### config.mk
export PLATFORM = sky130hd
export DESIGN_NAME = lockableTlb
export DESIGN_NICKNAME = d
export VERILOG_FILES = /design/src/rtl/tlbPkg.sv /design/src/rtl/tlbCtrl.sv /design/src/rtl/tlbStore.sv /design/src/rtl/lockableTlb.sv
export SDC_FILE = /design/constraint.sdc
export NUM_CORES = 2
export LEC_CHECK = 0
export BUFFER_PORTS_ARGS = -buffer_cell sky130_fd_sc_hd__buf_2
export CAP_MARGIN = 30
export CORE_MARGIN = 2
export CORE_UTILIZATION = 45
export DETAILED_ROUTE_END_ITERATION = 16
export PLACE_DENSITY = 0.63
export SLEW_MARGIN = 40
export SYNTH_ARGS = -nofsm -noshare
export SYNTH_HDL_FRONTEND = slang
export SYNTH_SLANG_ARGS = --single-unit
### constraint.sdc
create_clock -name clk -period 8.2 [get_ports clk]
set_clock_uncertainty 0.05 [all_clocks]
set_input_delay 1.23 -clock clk [delete_from_list [all_inputs] [get_ports clk]]
set_output_delay 1.23 -clock clk [all_outputs]
set_load 0.01 [all_outputs]
### src/rtl/tlbPkg.sv
package tlbPkg;

  localparam int ADDR_W   = 32;
  localparam int TAG_W    = 20;
  localparam int LOCK_LSB = 16;

  // page size codes
  typedef enum logic [1:0] {
    PG_SECTION = 2'd0,
    PG_LARGE   = 2'd1,
    PG_SMALL   = 2'd2,
    PG_SUPER   = 2'd3
  } pageSizeT;

  // R12 register map
  typedef enum logic [2:0] {
    RA_TAGW   = 3'd0,
    RA_DATAW  = 3'd1,
    RA_LOCK   = 3'd2,
    RA_LOAD   = 3'd3,
    RA_FLUSH1 = 3'd4,
    RA_FLUSHA = 3'd5
  } regAddrT;

  typedef struct packed {
    logic             valid;
    logic             preserved;
    logic [1:0]       size;
    logic [TAG_W-1:0] tag;
    logic [TAG_W-1:0] pbase;
    logic             endian;
    logic [1:0]       elemSize;
    logic             mixed;
  } tlbEntryT;

  typedef struct packed {
    logic load;
    logic flushOne;
    logic flushAll;
  } tlbStrobeT;

  // Bits of the 20-bit tag that take part in a compare
  function automatic logic [TAG_W-1:0] tagMask(input logic [1:0] size);
    case (pageSizeT'(size))
      PG_SECTION: tagMask = 20'hFFF00;
      PG_LARGE:   tagMask = 20'hFFFF0;
      PG_SMALL:   tagMask = 20'hFFFFF;
      default:    tagMask = 20'hFF000;
    endcase
  endfunction

  // field extraction
  function automatic tlbEntryT packEntry(input logic [31:0] tagWord,
                                         input logic [31:0] dataWord);
    tlbEntryT e;
    e.valid     = tagWord[2];
    e.preserved = tagWord[3];
    e.size      = tagWord[1:0];
    e.tag       = tagWord[31:12];
    e.pbase     = dataWord[31:12];
    e.endian    = dataWord[9];
    e.elemSize  = dataWord[8:7];
    e.mixed     = dataWord[6];
    return e;
  endfunction

endpackage

### src/rtl/tlbCtrl.sv
module tlbCtrl
  import tlbPkg::*;
#(
  parameter int ENTRIES = 16,
  parameter int IDXW    = $clog2(ENTRIES)
) (
  input  logic            clk,
  input  logic            rstN,
  input  logic            regWrEn,
  input  logic [2:0]      regAddr,
  input  logic [31:0]     regWrData,
  output logic [31:0]     regRdData,
  output tlbStrobeT       strobes,
  output tlbEntryT        stagedEntry,
  output logic [IDXW-1:0] victimPtr,
  output logic [IDXW-1:0] lockBase
);

  localparam logic [IDXW-1:0] LAST_IDX = IDXW'(ENTRIES - 1);

  logic [31:0]     tagStage;
  logic [31:0]     dataStage;
  logic            wrTag, wrData, wrLock, wrLoad;
  logic [IDXW-1:0] newBase, newVictim, reqBase, reqVictim;
  logic [31:0]     lockWord;

  always_comb begin
    wrTag  = regWrEn && (regAddr == RA_TAGW);
    wrData = regWrEn && (regAddr == RA_DATAW);
    wrLock = regWrEn && (regAddr == RA_LOCK);
    wrLoad = regWrEn && (regAddr == RA_LOAD);
  end

  // strobes towards the entry array
  always_comb begin
    strobes.load     = wrLoad && regWrData[0];
    strobes.flushOne = regWrEn && (regAddr == RA_FLUSH1) && regWrData[0];
    strobes.flushAll = regWrEn && (regAddr == RA_FLUSHA);
  end

  always_comb stagedEntry = packEntry(tagStage, dataStage);

  // lock field clamping
  always_comb begin
    reqBase   = regWrData[LOCK_LSB +: IDXW];
    reqVictim = regWrData[0 +: IDXW];
    newBase   = (reqBase > LAST_IDX) ? LAST_IDX : reqBase;
    if (reqVictim > LAST_IDX)     newVictim = LAST_IDX;
    else if (reqVictim < newBase) newVictim = newBase;
    else                          newVictim = reqVictim;
  end

  always_ff @(posedge clk) begin
    if (!rstN) begin
      tagStage  <= '0;
      dataStage <= '0;
      victimPtr <= '0;
      lockBase  <= '0;
    end else begin
      if (wrTag)  tagStage  <= regWrData;
      if (wrData) dataStage <= regWrData;
      if (wrLock) begin
        lockBase  <= newBase;
        victimPtr <= newVictim;
      end else if (strobes.load) begin
        // step forward, wrap to the locked base
        victimPtr <= (victimPtr == LAST_IDX) ? lockBase : victimPtr + 1'b1;
      end
    end
  end

  always_comb begin
    lockWord = '0;
    lockWord[0 +: IDXW]        = victimPtr;
    lockWord[LOCK_LSB +: IDXW] = lockBase;
  end

  // read mux
  always_comb begin
    case (regAddr)
      RA_TAGW:  regRdData = tagStage;
      RA_DATAW: regRdData = dataStage;
      RA_LOCK:  regRdData = lockWord;
      default:  regRdData = '0;
    endcase
  end

endmodule

### src/rtl/tlbStore.sv
module tlbStore
  import tlbPkg::*;
#(
  parameter int ENTRIES = 16,
  parameter int IDXW    = $clog2(ENTRIES)
) (
  input  logic            clk,
  input  logic            rstN,
  input  tlbStrobeT       strobes,
  input  logic [IDXW-1:0] wrIdx,
  input  tlbEntryT        wrEntry,
  input  logic            lkReq,
  input  logic [31:0]     lkVa,
  output logic            lkHit,
  output logic [31:0]     lkPa,
  output logic            lkEndian,
  output logic [1:0]      lkElemSize,
  output logic            lkMixed
);

  tlbEntryT           entries [ENTRIES];
  logic [ENTRIES-1:0] matchVec;
  logic [ENTRIES-1:0] flushMatch;
  logic               anyHit;
  logic [IDXW-1:0]    selIdx;
  logic [TAG_W-1:0]   selMask;
  logic [TAG_W-1:0]   paHigh;

  for (genvar i = 0; i < ENTRIES; i++) begin : gEntry
    logic [TAG_W-1:0] ownMask;
    assign ownMask = tagMask(entries[i].size);

    // size-dependent compare
    assign matchVec[i] = entries[i].valid &&
                         (((entries[i].tag ^ lkVa[31:12]) & ownMask) == '0);

    // flush needs equal size and masked tag, preserved flag ignored
    assign flushMatch[i] = entries[i].valid &&
                           (entries[i].size == wrEntry.size) &&
                           (((entries[i].tag ^ wrEntry.tag) & ownMask) == '0);

    always_ff @(posedge clk) begin
      if (!rstN) begin
        entries[i] <= '0;
      end else if (strobes.load && (wrIdx == IDXW'(i))) begin
        entries[i] <= wrEntry;
      end else if (strobes.flushOne && flushMatch[i]) begin
        entries[i].valid <= 1'b0;
      end else if (strobes.flushAll && !entries[i].preserved) begin

        entries[i].valid <= 1'b0;
      end
    end
  end

  // lowest index wins
  always_comb begin
    anyHit = 1'b0;
    selIdx = '0;
    for (int i = ENTRIES - 1; i >= 0; i--) begin
      if (matchVec[i]) begin
        anyHit = 1'b1;
        selIdx = IDXW'(i);
      end
    end
  end

  always_comb begin
    selMask = tagMask(entries[selIdx].size);
    paHigh  = (entries[selIdx].pbase & selMask) | (lkVa[31:12] & ~selMask);
  end

  // registered result
  always_ff @(posedge clk) begin
    if (!rstN) begin
      lkHit      <= 1'b0;
      lkPa       <= '0;
      lkEndian   <= 1'b0;
      lkElemSize <= '0;
      lkMixed    <= 1'b0;
    end else if (lkReq && anyHit) begin
      lkHit      <= 1'b1;
      lkPa       <= {paHigh, lkVa[11:0]};
      lkEndian   <= entries[selIdx].endian;
      lkElemSize <= entries[selIdx].elemSize;
      lkMixed    <= entries[selIdx].mixed;
    end else begin
      lkHit      <= 1'b0;
      lkPa       <= '0;
      lkEndian   <= 1'b0;
      lkElemSize <= '0;
      lkMixed    <= 1'b0;
    end
  end

endmodule

### src/rtl/lockableTlb.sv
module lockableTlb
  import tlbPkg::*;
#(
  parameter int ENTRIES = 16
) (
  input  logic        clk,
  input  logic        rstN,
  input  logic        regWrEn,
  input  logic [2:0]  regAddr,
  input  logic [31:0] regWrData,
  output logic [31:0] regRdData,
  input  logic        lkReq,
  input  logic [31:0] lkVa,
  output logic        lkHit,
  output logic [31:0] lkPa,
  output logic        lkEndian,
  output logic [1:0]  lkElemSize,
  output logic        lkMixed
);

  localparam int IDXW = (ENTRIES > 1) ? $clog2(ENTRIES) : 1;

  tlbStrobeT       strobes;
  tlbEntryT        stagedEntry;
  logic [IDXW-1:0] victimPtr;
  logic [IDXW-1:0] lockBase;

  tlbCtrl #(.ENTRIES(ENTRIES), .IDXW(IDXW)) uCtrl (
    .clk         (clk),
    .rstN        (rstN),
    .regWrEn     (regWrEn),
    .regAddr     (regAddr),
    .regWrData   (regWrData),
    .regRdData   (regRdData),
    .strobes     (strobes),
    .stagedEntry (stagedEntry),
    .victimPtr   (victimPtr),
    .lockBase    (lockBase)
  );

  tlbStore #(.ENTRIES(ENTRIES), .IDXW(IDXW)) uStore (
    .clk        (clk),
    .rstN       (rstN),
    .strobes    (strobes),
    .wrIdx      (victimPtr),
    .wrEntry    (stagedEntry),
    .lkReq      (lkReq),
    .lkVa       (lkVa),
    .lkHit      (lkHit),
    .lkPa       (lkPa),
    .lkEndian   (lkEndian),
    .lkElemSize (lkElemSize),
    .lkMixed    (lkMixed)
  );

endmodule

==> impl_summary.log <==
INFO  metric timing.max_cap.violations = 0
INFO  metric cts_repair_resize_count = 0
INFO  metric number_of_nets_in_the_final_layout = 4133
INFO  metric synth-edff-count = 768
INFO  metric worst-setup-path-type = input pin to register
INFO  metric worst_skew_pair.late_latency = 0.68 ns
INFO  metric proportion_of_register_bits_with_asynchronous_set_or_reset_after_synthesis = 0%
INFO  metric final_cell_mix = 786 x sky130_fd_sc_hd__and2_1, 768 x sky130_fd_sc_hd__edfxtp_1, 341 x sky130_fd_sc_hd__xor2_1
INFO  metric via_count_of_the_first_global_routing_pass = a little over 30000
INFO  metric port_buffers = about 140
INFO  metric timing.hold.worst.start = uCtrl.tagStage[6]$_SDFFE_PN0P_
INFO  metric max_slew.worst_pin.slew = 0.8816 ns
INFO  metric sequential_cell_area_fraction_in_the_yosys_report = 53.74%
INFO  metric worstRegToRegCells = 15
INFO  metric clock_transition_at_the_registers_of_the_reported_paths = 0.06 ns
INFO  metric cts.hold.buffers_added = 0
INFO  metric p_leak = roughly 20 nW
INFO  metric power.combinational.fraction = between 6 and 7%
INFO  metric min_period_over_period = 68.25%
INFO  metric crit_required = about 8.7 ns
INFO  metric p_sw = ~2.4 mW
INFO  metric dr_total_vias = 31264
INFO  metric numCtsBuffers = 97
INFO  metric drc = 0
INFO  metric synth_nets = just over 4000
INFO  metric grt_max_degree = 85
INFO  metric final_util = 50.49%
INFO  metric r2r-start = uStore.entries[11][44]$_SDFFCE_PN0P_
INFO  metric timing_max_transition_violations_final = 0
INFO  metric grt_pass1_wl = 207900 um
INFO  metric overflow = 0
INFO  metric cts.repair_timing.setup_buffer_count = 0
INFO  metric die_w = 327.1 um
INFO  metric yosysTopAreaCell = sky130_fd_sc_hd__edfxtp_1
INFO  metric detail_route.iter0.violations = 3264
INFO  metric ys_warn_count = 0
INFO  metric fillers = 8993
INFO  metric drtAntennaViolNets = 0
INFO  metric critPathCaptureType = register
INFO  metric share_clk_of_total_power = 44.0%
INFO  metric multi_input_comb_area = 20330 um^2
INFO  metric post_drt_wl_per_cell = ~26 um
INFO  metric grt_usage = around a quarter
INFO  metric setup_viol = 0
INFO  metric area_growth = 11.24%
INFO  metric core_region_area = 103500 um^2
INFO  metric ratio_of_total_power_to_cell_area = 196.5 nW/um^2
INFO  metric routed_wirelength = 143900 um
INFO  metric start_kind = input pin
INFO  metric drt_pre_antenna_iters = 8
INFO  metric ff_latch_area = around 25000 um^2
INFO  metric arrival = 6.10 ns
INFO  metric status = complete, no violations
INFO  metric cts_max_path_buffers = 3
INFO  metric critical_path.reg2reg.endpoint = uStore.lkPa[12]$_SDFF_PN0_
INFO  metric fin_tns_setup = 0 ns
INFO  metric power.share.sequential = 49.6%
INFO  metric syn_area_per_cell = 11.63 um^2
INFO  metric gpl.final_weighted_congestion = 0.9437
INFO  metric place_inst = 5302
INFO  metric hold_path_depth = 2
INFO  metric vias_per_cell = 5.700
INFO  metric full_die_area = 107000 um^2
INFO  metric die_h = 327.1 um
INFO  metric fraction_of_final_layout_cells_sized_beyond_drive_strength_1 = 13.40%
INFO  metric reg2reg_setup_slack = 3.16 ns
INFO  metric cell_area_after_synthesis = 46970 um^2
INFO  metric first_element_of_the_critical_path = lkVa[25]
INFO  metric timing.fmax = approximately 180 MHz
INFO  metric hold-path-endpoint = uCtrl.tagStage[6]$_SDFFE_PN0P_
INFO  metric synth.top_cell.area_share = 49.10%
INFO  metric fin_crit = 5.596 ns
INFO  metric finalHoldViolations = 0
INFO  metric numClockSinks = 877
INFO  metric start_util = 45.39%
INFO  metric total_power_of_the_final_layout = 10.27 mW
INFO  metric cts_tree = yes
INFO  metric clock_tree.root_cell = sky130_fd_sc_hd__clkbuf_16
INFO  metric placement_rows = 118
INFO  metric p_int = 7.875 mW
INFO  metric synth_cells = 4038
INFO  metric postSynth.topFlopCell = sky130_fd_sc_hd__edfxtp_1
INFO  metric critical_path_peak_fanout = 84
INFO  metric leading_cell_type_in_the_layout_fill_and_taps_excluded = sky130_fd_sc_hd__and2_1
INFO  metric design.portCount = 140
INFO  metric switching_share = 23.33%
INFO  metric grt_setup_unrepaired = false
INFO  metric ir_worst_vdd = 0.1889 mV
INFO  metric ys_types = 73
INFO  metric grt_antenna_before_repair = 7
INFO  metric synth-seq-cells = 877
INFO  metric post_synth_main_area_contributors = sky130_fd_sc_hd__edfxtp_1 49%, sky130_fd_sc_hd__and2_1 10%, sky130_fd_sc_hd__xor2_1 6.4%, sky130_fd_sc_hd__xnor2_1 6.2%, sky130_fd_sc_hd__dfxtp_1 4.6%
INFO  metric dp_hpwl = 89380 um
INFO  metric layoutNonFillerInstCount = 5485
INFO  metric clock_tree.htree_level_count = 3
INFO  metric min_path_type = register to register
INFO  metric slew_headroom = 40.46%
## sequential cells by signal, summed over array words and instances, names as in the netlist
name               cells
uCtrl.dataStage       32
uCtrl.lockBase         4
uCtrl.tagStage        32
uCtrl.victimPtr        4
uStore.entries       768
uStore.lkElemSize      2
uStore.lkEndian        1
uStore.lkHit           1
uStore.lkMixed         1
uStore.lkPa           32
## per-layer routing
layer	up-vias	global-route usage [%]	share of wire (%)
met3	233	4.093	8.5
met1	15561	38.91	44
met5	-	0	0.015
met2	1340	40.43	45
met4	4	8.018	2.9
li1	14126	-	-
## per-stage QoR
step / hold WS, ns / setup WS [ns] / area (um^2)
floorplan: 0.3932 / 2.026 / 46970
global placement: 0.4019 / 1.599 / 48680
detailed placement: 0.4080 / 1.974 / 48840
CTS: 0.4162 / 2.659 / 52180
global route: 0.4356 / 2.310 / 52250
finish: 0.4159 / 2.604 / 52260
## power groups by stage
stage	Combinational (mW)	Clock, mW	Sequential, mW
global route	0.709	4.75	5.10
CTS	0.656	4.58	5.09
finish	0.663	4.52	5.09
detailed placement	0.653	0	5.18
global placement	0.638	0	5.18
floorplan	0.445	0	5.16
## critical path, stage by stage
cell	delay, ns
sky130_fd_sc_hd__buf_2	0.59
sky130_fd_sc_hd__xnor2_1	0.19
sky130_fd_sc_hd__nand4_1	0.14
sky130_fd_sc_hd__nor3_1	0.63
sky130_fd_sc_hd__nand3b_1	0.37
sky130_fd_sc_hd__nand4_1	0.28
sky130_fd_sc_hd__o211a_4	0.43
sky130_fd_sc_hd__buf_4	0.66
sky130_fd_sc_hd__buf_6	0.67
sky130_fd_sc_hd__mux2i_1	0.25
sky130_fd_sc_hd__mux2_2	0.17
sky130_fd_sc_hd__nor2_1	0.04
sky130_fd_sc_hd__a21oi_1	0.26
sky130_fd_sc_hd__a31oi_1	0.11
## synthesized netlist by cell type (41+ instances only)
master,number
sky130_fd_sc_hd__nor4_1,70
sky130_fd_sc_hd__nand4_1,62
sky130_fd_sc_hd__inv_1,48
sky130_fd_sc_hd__xor2_1,341
sky130_fd_sc_hd__and2_1,786
sky130_fd_sc_hd__mux2_2,56
sky130_fd_sc_hd__nand2_1,188
sky130_fd_sc_hd__nor2b_1,47
sky130_fd_sc_hd__a211oi_1,43
sky130_fd_sc_hd__edfxtp_1,768
sky130_fd_sc_hd__nor3_1,42
sky130_fd_sc_hd__nor2_1,96
sky130_fd_sc_hd__dfxtp_1,109
sky130_fd_sc_hd__ha_1,41
sky130_fd_sc_hd__clkbuf_1,241
sky130_fd_sc_hd__xnor2_1,331
sky130_fd_sc_hd__mux2i_1,107
sky130_fd_sc_hd__a21boi_0,64
sky130_fd_sc_hd__a21oi_1,91
## cell families after synthesis
logic type	share of synthesized area [%]
mux	3.670
xor+xnor	12.53
flops	53.74
fa+ha+maj	1.092
compound gates	7.248
buf+inv	3.947
simple gates	17.77
## worst max path at each step
stage,to,cells past startpoint,slack [ns]
final,uStore.lkPa[27]$_SDFF_PN0_,14,2.60
after global routing,uStore.lkPa[28]$_SDFF_PN0_,14,2.31
after CTS,uStore.lkPa[12]$_SDFF_PN0_,16,2.66
after detailed placement,uStore.lkPa[27]$_SDFF_PN0_,14,1.97
after global placement,uStore.lkPa[27]$_SDFF_PN0_,14,1.60
after floorplan,uStore.entries[7][47]$_SDFFCE_PP0P_,6,2.03
## layout make-up
class,count,share of cell area [%]
Multi-Input combinational cell,2777,38.90
Inverter,48,0.3448
Clock buffer,143,5.490
Antenna cell,2,0.009578
Timing Repair Buffer,220,2.663
Sequential cell,877,48.39
Clock inverter,38,0.8979
Tap cell,1380,3.304
Power figures use the tool's default switching activity.
